`src/rtl/irq_ctx_pkg.sv`:
```
package irq_ctx_pkg;

  typedef enum logic [3:0] {
    ST_IDLE,
    ST_PUSH_H,
    ST_PUSH_L,
    ST_PUSH_P,
    ST_ACK,
    ST_VT_H,
    ST_VT_L,
    ST_VT_W,
    ST_POP_P,
    ST_POP_L,
    ST_POP_H,
    ST_POP_W,
    ST_FIN
  } ctx_state_e;

  typedef enum logic [1:0] {
    SP_HOLD,
    SP_DEC,
    SP_INC
  } sp_op_e;

endpackage

```
`src/rtl/irq_ctx_fsm.sv`:
```
module irq_ctx_fsm
  import irq_ctx_pkg::*;
(
  input  logic       clk_i,
  input  logic       rst_ni,
  input  logic       entry_i,
  input  logic       reti_i,
  output ctx_state_e state_o,
  output sp_op_e     sp_op_o,
  output logic       start_o,
  output logic       busy_o,
  output logic       done_o
);

  ctx_state_e state_q, state_d;

  always_comb begin
    state_d = state_q;
    unique case (state_q)
      ST_IDLE: begin
        // entry has priority over a simultaneous return
        if (entry_i)     state_d = ST_PUSH_H;
        else if (reti_i) state_d = ST_POP_P;
      end
      ST_PUSH_H: state_d = ST_PUSH_L;
      ST_PUSH_L: state_d = ST_PUSH_P;
      ST_PUSH_P: state_d = ST_ACK;
      ST_ACK:    state_d = ST_VT_H;
      ST_VT_H:   state_d = ST_VT_L;
      ST_VT_L:   state_d = ST_VT_W;
      ST_VT_W:   state_d = ST_FIN;
      ST_POP_P:  state_d = ST_POP_L;
      ST_POP_L:  state_d = ST_POP_H;
      ST_POP_H:  state_d = ST_POP_W;
      ST_POP_W:  state_d = ST_FIN;
      ST_FIN:    state_d = ST_IDLE;
      default:   state_d = ST_IDLE;
    endcase
  end

  always_ff @(posedge clk_i or negedge rst_ni) begin
    if (!rst_ni) state_q <= ST_IDLE;
    else         state_q <= state_d;
  end

  always_comb begin
    unique case (state_q)
      ST_PUSH_H, ST_PUSH_L, ST_PUSH_P: sp_op_o = SP_DEC;
      ST_POP_P, ST_POP_L, ST_POP_H:    sp_op_o = SP_INC;
      default:                         sp_op_o = SP_HOLD;
    endcase
  end

  assign state_o = state_q;
  assign start_o = (state_q == ST_IDLE) && entry_i;
  assign busy_o  = (state_q != ST_IDLE);
  assign done_o  = (state_q == ST_FIN);

endmodule

```
`src/rtl/irq_ctx_sp.sv`:
```
module irq_ctx_sp
  import irq_ctx_pkg::*;
#(
  parameter int unsigned AW      = 16,
  parameter int unsigned SP_INIT = 'hFF
) (
  input  logic          clk_i,
  input  logic          rst_ni,
  input  sp_op_e        op_i,
  output logic [AW-1:0] sp_o,
  output logic [AW-1:0] sp_dec_o
);

  localparam logic [AW-1:0] SpReset = AW'(SP_INIT);
  localparam logic [AW-1:0] SpOne   = AW'(1);

  logic [AW-1:0] sp_q;

  assign sp_dec_o = sp_q - SpOne;

  always_ff @(posedge clk_i or negedge rst_ni) begin
    if (!rst_ni) begin
      sp_q <= SpReset;
    end else begin
      unique case (op_i)
        SP_DEC:  sp_q <= sp_dec_o;
        SP_INC:  sp_q <= sp_q + SpOne;
        default: sp_q <= sp_q;
      endcase
    end
  end

  assign sp_o = sp_q;

endmodule

```
`src/rtl/irq_ctx_dp.sv`:
```
module irq_ctx_dp
  import irq_ctx_pkg::*;
#(
  parameter int unsigned DW      = 8,
  parameter int unsigned AW      = 16,
  parameter int unsigned VEC_W   = 4,
  parameter int unsigned VT_BASE = 'h40,
  parameter int unsigned IE_BIT  = 7
) (
  input  logic            clk_i,
  input  logic            rst_ni,
  input  ctx_state_e      state_i,
  input  logic            start_i,
  input  logic [2*DW-1:0] pc_i,
  input  logic [DW-1:0]   psw_i,
  input  logic [VEC_W-1:0] vec_i,
  input  logic [AW-1:0]   sp_i,
  input  logic [AW-1:0]   sp_dec_i,
  input  logic [DW-1:0]   mem_rdata_i,
  output logic [AW-1:0]   mem_addr_o,
  output logic [DW-1:0]   mem_wdata_o,
  output logic            mem_we_o,
  output logic            mem_re_o,
  output logic            inta_o,
  output logic [2*DW-1:0] pc_o,
  output logic [DW-1:0]   psw_o
);

  localparam int unsigned PC_W = 2 * DW;
  localparam logic [AW-1:0] VtBase = AW'(VT_BASE);
  localparam logic [DW-1:0] IeMask = DW'(1) << IE_BIT;

  logic [PC_W-1:0]  sv_pc_q;
  logic [DW-1:0]    sv_psw_q;
  logic [VEC_W-1:0] vec_q;
  logic [DW-1:0]    byte_q;
  logic [DW-1:0]    pop_psw_q;
  logic [AW-1:0]    vt_addr;

  assign vt_addr = VtBase + AW'({vec_q, 1'b0});

  // capture registers
  always_ff @(posedge clk_i or negedge rst_ni) begin
    if (!rst_ni) begin
      sv_pc_q   <= '0;
      sv_psw_q  <= '0;
      vec_q     <= '0;
      byte_q    <= '0;
      pop_psw_q <= '0;
      pc_o      <= '0;
      psw_o     <= '0;
    end else begin
      if (start_i) begin
        sv_pc_q  <= pc_i;
        sv_psw_q <= psw_i;
      end
      unique case (state_i)
        ST_ACK:   vec_q     <= vec_i;
        ST_VT_L:  byte_q    <= mem_rdata_i;
        ST_VT_W: begin
          pc_o  <= {byte_q, mem_rdata_i};
          psw_o <= sv_psw_q & ~IeMask;
        end
        ST_POP_L: pop_psw_q <= mem_rdata_i;
        ST_POP_H: byte_q    <= mem_rdata_i;
        ST_POP_W: begin
          pc_o  <= {mem_rdata_i, byte_q};
          psw_o <= pop_psw_q;
        end
        default: ;
      endcase
    end
  end

  // memory port decode
  always_comb begin
    mem_addr_o  = '0;
    mem_wdata_o = '0;
    mem_we_o    = 1'b0;
    mem_re_o    = 1'b0;
    inta_o      = 1'b0;
    unique case (state_i)
      ST_PUSH_H: begin
        mem_we_o = 1'b1; mem_addr_o = sp_dec_i; mem_wdata_o = sv_pc_q[PC_W-1:DW];
      end
      ST_PUSH_L: begin
        mem_we_o = 1'b1; mem_addr_o = sp_dec_i; mem_wdata_o = sv_pc_q[DW-1:0];
      end
      ST_PUSH_P: begin
        mem_we_o = 1'b1; mem_addr_o = sp_dec_i; mem_wdata_o = sv_psw_q;
      end
      ST_ACK:  inta_o = 1'b1;
      ST_VT_H: begin
        mem_re_o = 1'b1; mem_addr_o = vt_addr;
      end
      ST_VT_L: begin
        mem_re_o = 1'b1; mem_addr_o = vt_addr + AW'(1);
      end
      ST_POP_P, ST_POP_L, ST_POP_H: begin
        mem_re_o = 1'b1; mem_addr_o = sp_i;
      end
      default: ;
    endcase
  end

endmodule

```
`src/rtl/irq_ctx_engine.sv`:
```
module irq_ctx_engine
  import irq_ctx_pkg::*;
#(
  parameter int unsigned DW      = 8,
  parameter int unsigned AW      = 16,
  parameter int unsigned VEC_W   = 4,
  parameter int unsigned VT_BASE = 'h40,
  parameter int unsigned SP_INIT = 'hFF,
  parameter int unsigned IE_BIT  = 7
) (
  input  logic             clk_i,
  input  logic             rst_ni,
  input  logic             entry_i,
  input  logic             reti_i,
  input  logic [2*DW-1:0]  pc_i,
  input  logic [DW-1:0]    psw_i,
  input  logic [VEC_W-1:0] vec_i,
  output logic             inta_o,
  output logic [AW-1:0]    mem_addr_o,
  output logic [DW-1:0]    mem_wdata_o,
  output logic             mem_we_o,
  output logic             mem_re_o,
  input  logic [DW-1:0]    mem_rdata_i,
  output logic [2*DW-1:0]  pc_o,
  output logic [DW-1:0]    psw_o,
  output logic [AW-1:0]    sp_o,
  output logic             busy_o,
  output logic             done_o
);

  ctx_state_e    state;
  sp_op_e        sp_op;
  logic          start;
  logic [AW-1:0] sp_dec;

  irq_ctx_fsm u_fsm (
    .clk_i   (clk_i),
    .rst_ni  (rst_ni),
    .entry_i (entry_i),
    .reti_i  (reti_i),
    .state_o (state),
    .sp_op_o (sp_op),
    .start_o (start),
    .busy_o  (busy_o),
    .done_o  (done_o)
  );

  irq_ctx_sp #(
    .AW      (AW),
    .SP_INIT (SP_INIT)
  ) u_sp (
    .clk_i    (clk_i),
    .rst_ni   (rst_ni),
    .op_i     (sp_op),
    .sp_o     (sp_o),
    .sp_dec_o (sp_dec)
  );

  irq_ctx_dp #(
    .DW      (DW),
    .AW      (AW),
    .VEC_W   (VEC_W),
    .VT_BASE (VT_BASE),
    .IE_BIT  (IE_BIT)
  ) u_dp (
    .clk_i       (clk_i),
    .rst_ni      (rst_ni),
    .state_i     (state),
    .start_i     (start),
    .pc_i        (pc_i),
    .psw_i       (psw_i),
    .vec_i       (vec_i),
    .sp_i        (sp_o),
    .sp_dec_i    (sp_dec),
    .mem_rdata_i (mem_rdata_i),
    .mem_addr_o  (mem_addr_o),
    .mem_wdata_o (mem_wdata_o),
    .mem_we_o    (mem_we_o),
    .mem_re_o    (mem_re_o),
    .inta_o      (inta_o),
    .pc_o        (pc_o),
    .psw_o       (psw_o)
  );

endmodule

```
`config.mk`:
```
export PLATFORM = sky130hd
export DESIGN_NAME = irq_ctx_engine
export DESIGN_NICKNAME = d
export VERILOG_FILES = /design/src/rtl/irq_ctx_pkg.sv /design/src/rtl/irq_ctx_fsm.sv /design/src/rtl/irq_ctx_sp.sv /design/src/rtl/irq_ctx_dp.sv /design/src/rtl/irq_ctx_engine.sv
export SDC_FILE = /design/constraint.sdc
export NUM_CORES = 1
export LEC_CHECK = 0
export BUFFER_PORTS_ARGS = -buffer_cell sky130_fd_sc_hd__buf_4
export CAP_MARGIN = 20
export CORE_MARGIN = 3
export CORE_UTILIZATION = 40
export DETAILED_ROUTE_END_ITERATION = 16
export PLACE_DENSITY = 0.74
export SLEW_MARGIN = 20
export SYNTH_ARGS = -nofsm -noshare
export SYNTH_HDL_FRONTEND = slang
export SYNTH_SLANG_ARGS = --single-unit
```
`constraint.sdc`:
```
create_clock -name clk_i -period 3.6 [get_ports clk_i]
set_input_delay 0.18 -clock clk_i [delete_from_list [all_inputs] [get_ports clk_i]]
set_output_delay 0.18 -clock clk_i [all_outputs]
set_load 0.01 [all_outputs]
```
==> results.sh <==
export IMPL_outcome="complete, no violations"
export IMPL_hold_end="u_dp.sv_pc_q[12]"
export IMPL_synth_top_area_share_pct=42.8
export IMPL_synth_top_area_cell="dfrtp_1"
export IMPL_timing_rr_start="u_fsm.state_o[2]"
export IMPL_dr_pass1_iters=5
export IMPL_overflow=0
export IMPL_detail_route_antenna_nets=0
export IMPL_yosys_most_used_dff="dfrtp_1"
export IMPL_dp_hpwl_um=8540
export IMPL_netlist_instances=449
export IMPL_ys_top_cells_by_area="dfrtp_1, mux2_2, mux2i_1"
export IMPL_antennaDiodeCount=0
export IMPL_crit_path_end_kind="flop"
export IMPL_synth_edf_count=0
export IMPL_rr_worst_depth=8
export IMPL_portBuffers=108
export IMPL_setup_slack_ps=530
export IMPL_maxSlewViolCount=0
export IMPL_layout_commonest_cell="buf_4"
export IMPL_syn_area_um2=4680
export IMPL_avgSynthCellArea_um2=10.4
export IMPL_routed_wl_um=11600
export IMPL_ys_seq_area_share_pct=47.3
export IMPL_startpoint_type="flop"
export IMPL_peakVddDrop_v=0.000430
export IMPL_drive_gt1_share_pct=35.6
export IMPL_via_count=3793
export IMPL_syn_to_final_growth_pct=25.8
export IMPL_ys_async_sr_fraction_pct=100
export IMPL_place_ws_ps=551
export IMPL_grt_antenna_before_repair=0
export IMPL_fp_dieH_um=114
export IMPL_max_slew_margin_rel_pct=48.3
export IMPL_drv_cap=0
export IMPL_hold_path_depth=2
export IMPL_chipWidth_um=114
export IMPL_wl_per_cell_um=17.1
export IMPL_io_pins=109
export IMPL_drt_iter0_markers=319
export IMPL_r2r_end="u_sp.sp_o[15]"
export IMPL_worstPathRequired_ps=3860
export IMPL_r2r_slack_ps=530
export IMPL_grt_max_degree=89
export IMPL_hold_viol=0
export IMPL_clkLatencyLatePin_ps=330
export IMPL_fmax_mhz=326
export IMPL_synth_seq_cells=88
export IMPL_root_buffer="clkbuf_16"
export IMPL_ys_types=54
export IMPL_grt_pass1_vias=3720
export IMPL_syn_nets=492
export IMPL_setup_violations=0
export IMPL_rows=38
export IMPL_core_area_um2=11100
export IMPL_period_needed_ps=3070
export IMPL_routed_via_density=5.56
export IMPL_rsz0062_at_grt="no"
export IMPL_clock_sinks=88
export IMPL_numCtsBuffers=9
export IMPL_worstPathArrival_ps=3330
export IMPL_hp_start="pc_i[12]"
export IMPL_synth_warnings=0
export IMPL_drc=0
export IMPL_grt_pass1_wl_um=19300
export IMPL_criticalPathCategory="reg2reg"
export IMPL_start_util_pct=42.0
export IMPL_hold_class="in2reg"
export IMPL_htree_num_levels=3
export IMPL_fin_crit_sh_pct=85.3
export IMPL_fillers=1010
export IMPL_skew_ps=3.61
export IMPL_final_cell_mix="buf_4, dfrtp_1, nor2_1"
export IMPL_cp_max_fo=17
export IMPL_leakage_nw=2.72
export IMPL_grt_usage_pct=18.5
export IMPL_powerDensity_nw_per_um2=982
export IMPL_die_area_um2=13000
export IMPL_worstMarginPinSlew_ps=776
export IMPL_fin_setup_tns_ps=0
export IMPL_gp_congestion=0.877
export IMPL_nets=580
export IMPL_post_route_util_pct=52.9
export IMPL_clk_pin_slew_ps=70
export IMPL_clk_path_buf_depth=2
export IMPL_tritoncts="built"
## area by class of cell
| class | count | area, µm² | area share, % |
|---|---|---|---|
| clock buffers | 9 | 225 | 3.83 |
| clock inverters | 7 | 86.3 | 1.47 |
| inverters | 9 | 33.8 | 0.574 |
| multi-input cells | 316 | 2280 | 38.7 |
| flip-flops and latches | 88 | 2210 | 37.6 |
| well taps | 140 | 175 | 2.98 |
| repair buffers | 113 | 875 | 14.9 |
## per-layer routing
| layer | track usage (%) | vias up | wire length [µm] |
|---|---|---|---|
| li1 | - | 1794 | - |
| met1 | 25.4 | 1836 | 5040 |
| met2 | 29.4 | 144 | 5680 |
| met3 | 3.81 | 19 | 704 |
| met4 | 5.78 | 0 | 213 |
| met5 | 0 | - | 0 |
## where the power goes
group          leakage (nW)  switching [mW]  internal (mW)
Clock                 0.151           0.409          0.555
Combinational          1.55            1.39           1.35
Sequential             1.02           0.556           1.52
## state kept, by name (all words and copies together), names as in the netlist
register / cells
u_dp.pc_o: 16
u_dp.sv_pc_q: 16
u_sp.sp_o: 16
u_dp.byte_q: 8
u_dp.pop_psw_q: 8
u_dp.psw_o: 8
u_dp.sv_psw_q: 8
u_dp.vec_q: 4
u_fsm.state_o: 4
## Yosys cell counts (3+ instances only)
library cell / n
dfrtp_1: 80
nor2_1: 45
mux2_2: 43
a21oi_1: 38
mux2i_1: 25
nand2_1: 18
buf_2: 15
clkbuf_1: 15
nand3_1: 13
xor2_1: 13
nor3_1: 11
o21ai_0: 10
nand4_1: 9
a22oi_1: 8
dfstp_2: 8
mux2_1: 8
inv_1: 6
o22ai_1: 6
a31oi_1: 5
and3_1: 5
nand2b_1: 5
a21o_1: 4
buf_1: 4
o211ai_1: 4
xnor2_1: 4
and4_1: 3
ha_1: 3
nor2b_1: 3
nor3b_1: 3
## through the flow
| stage | instances | instance area [µm²] | total power [mW] | hold slack, ps |
|---|---|---|---|---|
| finish | 682 | 5890 | 5.78 | 73.2 |
| floorplan | 449 | 4680 | 3.73 | -116 |
| global route | 682 | 5890 | 6.21 | 56.4 |
| CTS | 680 | 5840 | 5.80 | 64.1 |
| global placement | 664 | 5530 | 4.72 | 415 |
| detailed placement | 664 | 5530 | 4.81 | 417 |
## worst max-delay path: stages (launching register included)
cell and delay (ps):
dfrtp_1 480, or2_4 360, nor2_2 460, inv_2 240
ha_1 540, nor4_1 410, nand3_1 130, o22ai_1 210
xor2_1 160
## cell families after synthesis
| group | synth area share (%) |
|---|---|
| flip-flops | 47.3 |
| XOR/XNOR | 3.18 |
| AO/OA/AOI/OAI | 10.7 |
| multiplexers | 17.6 |
| adder cells (fa/ha/maj) | 0.802 |
| buffers and inverters | 4.33 |
| AND/OR/NAND/NOR | 16.1 |
## how the worst max path moves through the flow
| stage | startpoint | end | slack, ps |
|---|---|---|---|
| 2_1_floorplan | u_fsm.state_o[0] | u_sp.sp_o[3] | 1140 |
| 3_3_place_gp | u_fsm.state_o[2] | u_sp.sp_o[15] | 710 |
| 3_5_place_dp | u_fsm.state_o[2] | u_sp.sp_o[15] | 550 |
| 4_1_cts | u_fsm.state_o[2] | u_sp.sp_o[15] | 570 |
| 5_1_grt | u_fsm.state_o[2] | u_sp.sp_o[15] | 190 |
| 6_report | u_fsm.state_o[2] | u_sp.sp_o[15] | 530 |
## what timing repair did
item / in CTS / in global routing
hold buffers: 0 / 1
endpoints found under the setup margin: 0 / 0
hold endpoints to repair: 0 / 71
gates resized for setup: 0 / 0
setup buffers: 0 / 0
No activity file was read; power rests on OpenSTA's default activity.
